<file path="src/rtl/cmp_edge_irq.sv">
module cmp_edge_irq #(
  parameter int FILT_CYCLES = 4
) (
  input  logic       clk,
  input  logic       rst_n,
  input  logic       cmp_raw,
  input  logic       ctl_we,
  input  logic [3:0] ctl_wdata,
  input  logic       flag_clr,
  output logic       cmp_in_conn,
  output logic       cmp_out_drive,
  output logic       cmp_out_val,
  output logic       cmp_live,
  output logic       cmp_flag,
  output logic       cmp_irq
);
  localparam int CW = $clog2(FILT_CYCLES + 1);
  localparam logic [CW-1:0] LAST = CW'(FILT_CYCLES - 1);

  logic en_q, oen_q, sel_q, ien_q;
  logic sync_q1, sync_q2;
  logic filt_q, prev_q;
  logic [CW-1:0] stab_cnt;
  logic flag_q, irq_q;

  always_ff @(posedge clk) begin
    if (!rst_n) begin
      en_q <= 1'b0; oen_q <= 1'b0; sel_q <= 1'b0; ien_q <= 1'b0;
    end else if (ctl_we) begin
      en_q  <= ctl_wdata[0];
      oen_q <= ctl_wdata[1];
      sel_q <= ctl_wdata[2];
      ien_q <= ctl_wdata[3];
    end
  end

  always_ff @(posedge clk) begin
    if (!rst_n) begin
      sync_q1 <= 1'b0;
      sync_q2 <= 1'b0;
    end else begin
      sync_q1 <= cmp_raw;
      sync_q2 <= sync_q1;
    end
  end

  wire en_rise  = ctl_we & ctl_wdata[0] & ~en_q;
  wire sel_chg  = ctl_we & (ctl_wdata[2] != sel_q);
  wire quiet    = en_rise | sel_chg;
  wire edge_hit = en_q & (sel_q ? (filt_q & ~prev_q) : (~filt_q & prev_q));
  wire flag_set = edge_hit & ~quiet;

  always_ff @(posedge clk) begin
    if (!rst_n) begin
      filt_q   <= 1'b0;
      prev_q   <= 1'b0;
      stab_cnt <= '0;
    end else if (!en_q) begin
      filt_q   <= en_rise & sync_q2;
      prev_q   <= en_rise & sync_q2;
      stab_cnt <= '0;
    end else begin
      prev_q <= filt_q;
      if (sync_q2 == filt_q) begin
        stab_cnt <= '0;
      end else if (stab_cnt == LAST) begin
        filt_q   <= sync_q2;
        stab_cnt <= '0;
      end else begin
        stab_cnt <= stab_cnt + 1'b1;
      end
    end
  end

  always_ff @(posedge clk) begin
    if (!rst_n) begin
      flag_q <= 1'b0;
      irq_q  <= 1'b0;
    end else begin
      flag_q <= flag_set | (flag_q & ~flag_clr);
      irq_q  <= flag_q & ien_q & en_q;
    end
  end

  assign cmp_in_conn   = en_q;
  assign cmp_out_drive = en_q & oen_q;
  assign cmp_live      = en_q & sync_q2;
  assign cmp_out_val   = cmp_out_drive & sync_q2;
  assign cmp_flag      = flag_q;
  assign cmp_irq       = irq_q;
endmodule


</file>
<file path="config.mk">
export PLATFORM = sky130hd
export DESIGN_NAME = cmp_edge_irq
export DESIGN_NICKNAME = d
export VERILOG_FILES = /design/src/rtl/cmp_edge_irq.sv
export SDC_FILE = /design/constraint.sdc
export NUM_CORES = 1
export LEC_CHECK = 0
export ABC_AREA = 1
export ABC_CLOCK_PERIOD_IN_PS = 1400
export BUFFER_PORTS_ARGS = -buffer_cell sky130_fd_sc_hd__buf_2
export CAP_MARGIN = 10
export CELL_PAD_IN_SITES_DETAIL_PLACEMENT = 1
export CELL_PAD_IN_SITES_GLOBAL_PLACEMENT = 1
export CORE_UTILIZATION = 35
export CTS_BUF_LIST = sky130_fd_sc_hd__clkbuf_2
export DETAILED_ROUTE_END_ITERATION = 8
export GPL_ROUTABILITY_DRIVEN = 0
export GPL_TIMING_DRIVEN = 0
export HOLD_SLACK_MARGIN = 0.02
export PLACE_DENSITY_LB_ADDON = 0.1
export REMOVE_ABC_BUFFERS = 1
export SYNTH_ARGS = -nofsm -noshare
export SYNTH_HDL_FRONTEND = slang
export SYNTH_SLANG_ARGS = --single-unit
export TNS_END_PERCENT = 5
</file>
<file path="constraint.sdc">
create_clock -name clk -period 1.4 [get_ports clk]
set_clock_uncertainty 0.05 [all_clocks]
set_input_delay 0.35 -clock clk [delete_from_list [all_inputs] [get_ports clk]]
set_output_delay 0.35 -clock clk [all_outputs]
set_load 0.05 [all_outputs]
</file>
=== Word-level counts from Yosys, hierarchy flattened ===
Cells that the tools add are included.

* Equal/unequal tests: 5
* $add $sub $neg: 1
* Bitwise operators: 22
* Muxes and demuxes: 5
* Reductions and logical operators: 2

{| class="wikitable"
|+ Operator list
! cell !! count
|-
| 1-bit bitwise AND || 14
|-
| 1-bit inverter || 6
|-
| 1-bit two-way mux || 5
|-
| 4-bit OR reduction || 1
|-
| 3-bit by 1-bit adder with 3-bit output, second input constant || 1
|-
| 3-bit by 2-bit equality test with 1-bit output, second input constant || 1
|-
| 2-bit by 1-bit inequality test with 1-bit output, second input constant || 1
|-
| 2-bit inequality test, second input constant || 1
|-
| 1-bit bitwise OR || 2
|-
| 2-bit AND reduction || 1
|-
| 1-bit equality test || 1
|-
| 1-bit inequality test || 1
|}

* Logic and storage cells: 46
* Input bits: 9
* Bits in registers: 13
* Output and inout port bits: 6

=== Logic depth before layout (Yosys ltp) ===
* Depth in word-level cells: 6
* Gate-level depth with buffers: 6
* Mapped depth without buffers: 6

=== Worst setup path before layout ===
No wires, ideal clock.

* Path kind: reg-to-output
* From: reg en_q, in the netlist cmp_in_conn
* To: out cmp_out_val
* Path buffers: 0
* Data required time: 1.000 ns
* Stages on the path, launching flop included: 3
* Path slack: -0.507 ns
* Arrival time: 1.507 ns
* Cell sequence: dfxtp_1 nand2_1 nor2_1

* Word-level cells in the longest chain between the ends: 2

{| class="wikitable"
|+ Ends and longest elaborated chain
! what !! line !! source
|-
| from (decl) || 20 || <nowiki>logic en_q, oen_q, sel_q, ien_q;</nowiki>
|-
| from (signal assigned) || 30 || <nowiki>en_q <= ctl_wdata[0];</nowiki>
|-
| 1-bit bitwise AND || 86 || <nowiki>assign cmp_out_drive = en_q & oen_q;</nowiki>
|-
| 1-bit bitwise AND || 88 || <nowiki>assign cmp_out_val = cmp_out_drive & sync_q2;</nowiki>
|-
| to (decl) || 12 || <nowiki>output logic cmp_out_val,</nowiki>
|}

No other way between the ends.

=== Final worst setup path ===
Same ends and word-level chain as after synthesis.

==> impl_metrics.toml <==
[routing]
finalWirelength_mm = 1.17
dr.pass1.iters = 3
vias_per_cell = 4.61
route.antenna.remaining_nets = 0
wl_per_cell_um = 10.8
vias = 498
drt_drc_violations_left = 0
drt-initial-drc-count = 8

[floorplan]
io_pins = 15
core-area_sq_mm = 0.00151
fp.dieH_um = 42.0
start_util_pct = 37.2
row_count = 14
dieArea_sq_mm = 0.00177
die_w_um = 42.0

[place]
port_buffers = 14
post_dp_cell_area_sq_um = 634
hpwl_um = 836

[power]
clkPwrFrac_pct = 29.0
netSwitchingFraction_pct = 26.8
p_int_uw = 492
seqPwrFrac_pct = 58.8
total_power_uw = 673
irDropWorstVdd_mv = 0.409
p_sw_uw = 181
leakagePower_nw = 0.386
powerDensity_mw_per_mm2 = 940
comb_power_share_pct = 12.2

[worst_setup_path]
critPathLaunchType = "flop"
max_stage_delay_ns = 0.39
worstPathMaxFanout = 3
cp.arrival_ns = 0.97
required_ns = 1.00
end_kind = "primary output"
crit_chain = "nand2_4 -> nor2_4 -> buf_8"
path_class = "flop to primary output"
slowest_stage = "dfxtp_4"

[sta]
tns_ns = 0
drv_slew = 0
worst_pin_slew_ns = 0.254
setup_viol = 0
slew_headroom_pct = 83.2
max_clock_freq_ghz = 0.728
fin_crit_sh_pct = 98.1
hold_viol = 0
rsz0062_at_grt = "yes"
period_minus_slack_ns = 1.37

[global_routing]
antenna_found_initial = 0
grt_pass1_wl_mm = 2.00
grt_usage_pct = 14.7
grt_max_degree = 10
grt_pass1_vias = 496
grt_overflow = 0

[logic_synthesis]
syn_inst = 73
yosysTopAreaCellShare_pct = 46.4
synth.avg_cell_area_sq_um = 7.68
synth_seq_cells = 13
syn-cell-area_sq_um = 561
ys_top_cells_by_area = "dfxtp_1, nand2_1, inv_1"
seq_area_frac_synth_pct = 46.4
yosysWarningCount = 0
synth_cell_types = 18
yosysTopAreaCell = "dfxtp_1"

[final_layout]
layout-drive-gt1-share_pct = 34.8
diodes = 0
layout.nets = 104
syn_to_final_growth_pct = 27.7
mostFrequentLayoutCells = "inv_1, nand2_1, nor2_1, dfxtp_1, buf_2"
stdcell_area_sq_um = 716

[clock_tree]
cts-hold-fix-buffers = 0
cts_num_sinks = 13
insertion_delay_ns = 0.26
cts_tree = "built"
cts-buffers-inserted = 3
clk_pin_slew_ns = 0.13
root_buffer = "clkbuf_2"
clk_path_buf_depth = 2
cts-htree-levels = 1

[run_status]
status = "complete, no violations"

[job]
cap_violations = 0

[worst_hold_path]
hp-class = "input pin to flop"
-- power groups by stage --
stage | Combinational (mW) | Sequential [mW] | Clock [mW]
global route | 0.0930 | 0.397 | 0.218
detailed placement | 0.0709 | 0.403 | 0
CTS | 0.0775 | 0.393 | 0.206
global placement | 0.0692 | 0.403 | 0
finish | 0.0821 | 0.395 | 0.195
floorplan | 0.0357 | 0.408 | 0
-- synthesized netlist by cell type --
master,n
nand2_2,1
a21oi_1,3
nand2_1,13
a31o_2,1
inv_1,12
nand3_1,4
o21ai_0,4
nand3b_1,1
nand4_1,1
ha_1,2
buf_6,1
inv_2,1
nand3_2,1
nor2_4,1
nand2_4,1
nor2_1,12
buf_2,1
dfxtp_1,13
-- repair_timing --
action | 4_1_cts | 5_1_grt
gates resized for setup | 7 | 9
buffers inserted | 2 | 1
pin swaps | 0 | 2
endpoints found under the setup margin | 4 | 3
-- stage by stage --
stage          utilization [%]  worst slack [ns]  instances  hold WS [ns]
2_1_floorplan                -            -0.507         71         0.340
3_3_place_gp              42.1             0.120        101         0.351
3_5_place_dp              42.1             0.123        101         0.359
4_1_cts                   45.5          -0.00471        107         0.197
5_1_grt                   47.5           -0.0191        108         0.205
6_report                  47.5            0.0268        108         0.207
-- logic make-up after synthesis --
family | synth area share (%)
compound gates | 7.81
fa+ha+maj | 4.46
buf+inv | 11.6
flops | 46.4
simple gates | 29.7
-- flip-flops by register name, summed over array words and instances, names as in the netlist --
| register | count |
|---|---|
| cmp_in_conn | 1 |
| cmp_irq | 1 |
| ien_q | 1 |
| sync_q1 | 1 |
| cmp_flag | 1 |
| oen_q | 1 |
| filt_q | 1 |
| sel_q | 1 |
| prev_q | 1 |
| stab_cnt | 3 |
| sync_q2 | 1 |
-- critical path, delay by kind of cell (launching register included) --
kind / cells / cell delay, ns
DFF: 1 / 0.39
and+or+nand+nor: 2 / 0.17
buffers and inverters: 1 / 0.15
-- final timing paths --
kind | depth (start not counted) | slack, ns | startpoint | endpoint
hold reg to reg | 2 | 0.38 | sync_q1$_SDFF_PN0_ | sync_q2$_SDFF_PN0_
setup reg to reg | 5 | 0.23 | stab_cnt[0]$_SDFF_PP0_ | stab_cnt[1]$_SDFF_PP0_
hold / removal | 3 | 0.21 | cmp_raw | sync_q1$_SDFF_PN0_
setup / recovery | 3 | 0.03 | cmp_in_conn$_SDFFE_PN0P_ | cmp_out_val
-- cell type report --
class / count / area (sq um)
fill: 195 / 791
sequential: 13 / 267
multi-input combinational: 45 / 250
timing repair buffer: 17 / 110
inverter: 13 / 48.8
clock buffer: 4 / 20.0
tap: 16 / 20.0
-- routing by layer --
metal / GRT usage (%) / wire length, um / part of all wire (%) / vias to the layer above
met5: 0 / 0 / 0 / -
met4: 7.50 / 0 / 0 / 0
met3: 2.59 / 52 / 4.5 / 0
met2: 24.4 / 567 / 49 / 9
met1: 18.4 / 546 / 47 / 227
li1: - / - / - / 262
Note: power is estimated with default switching activity, not from simulation.
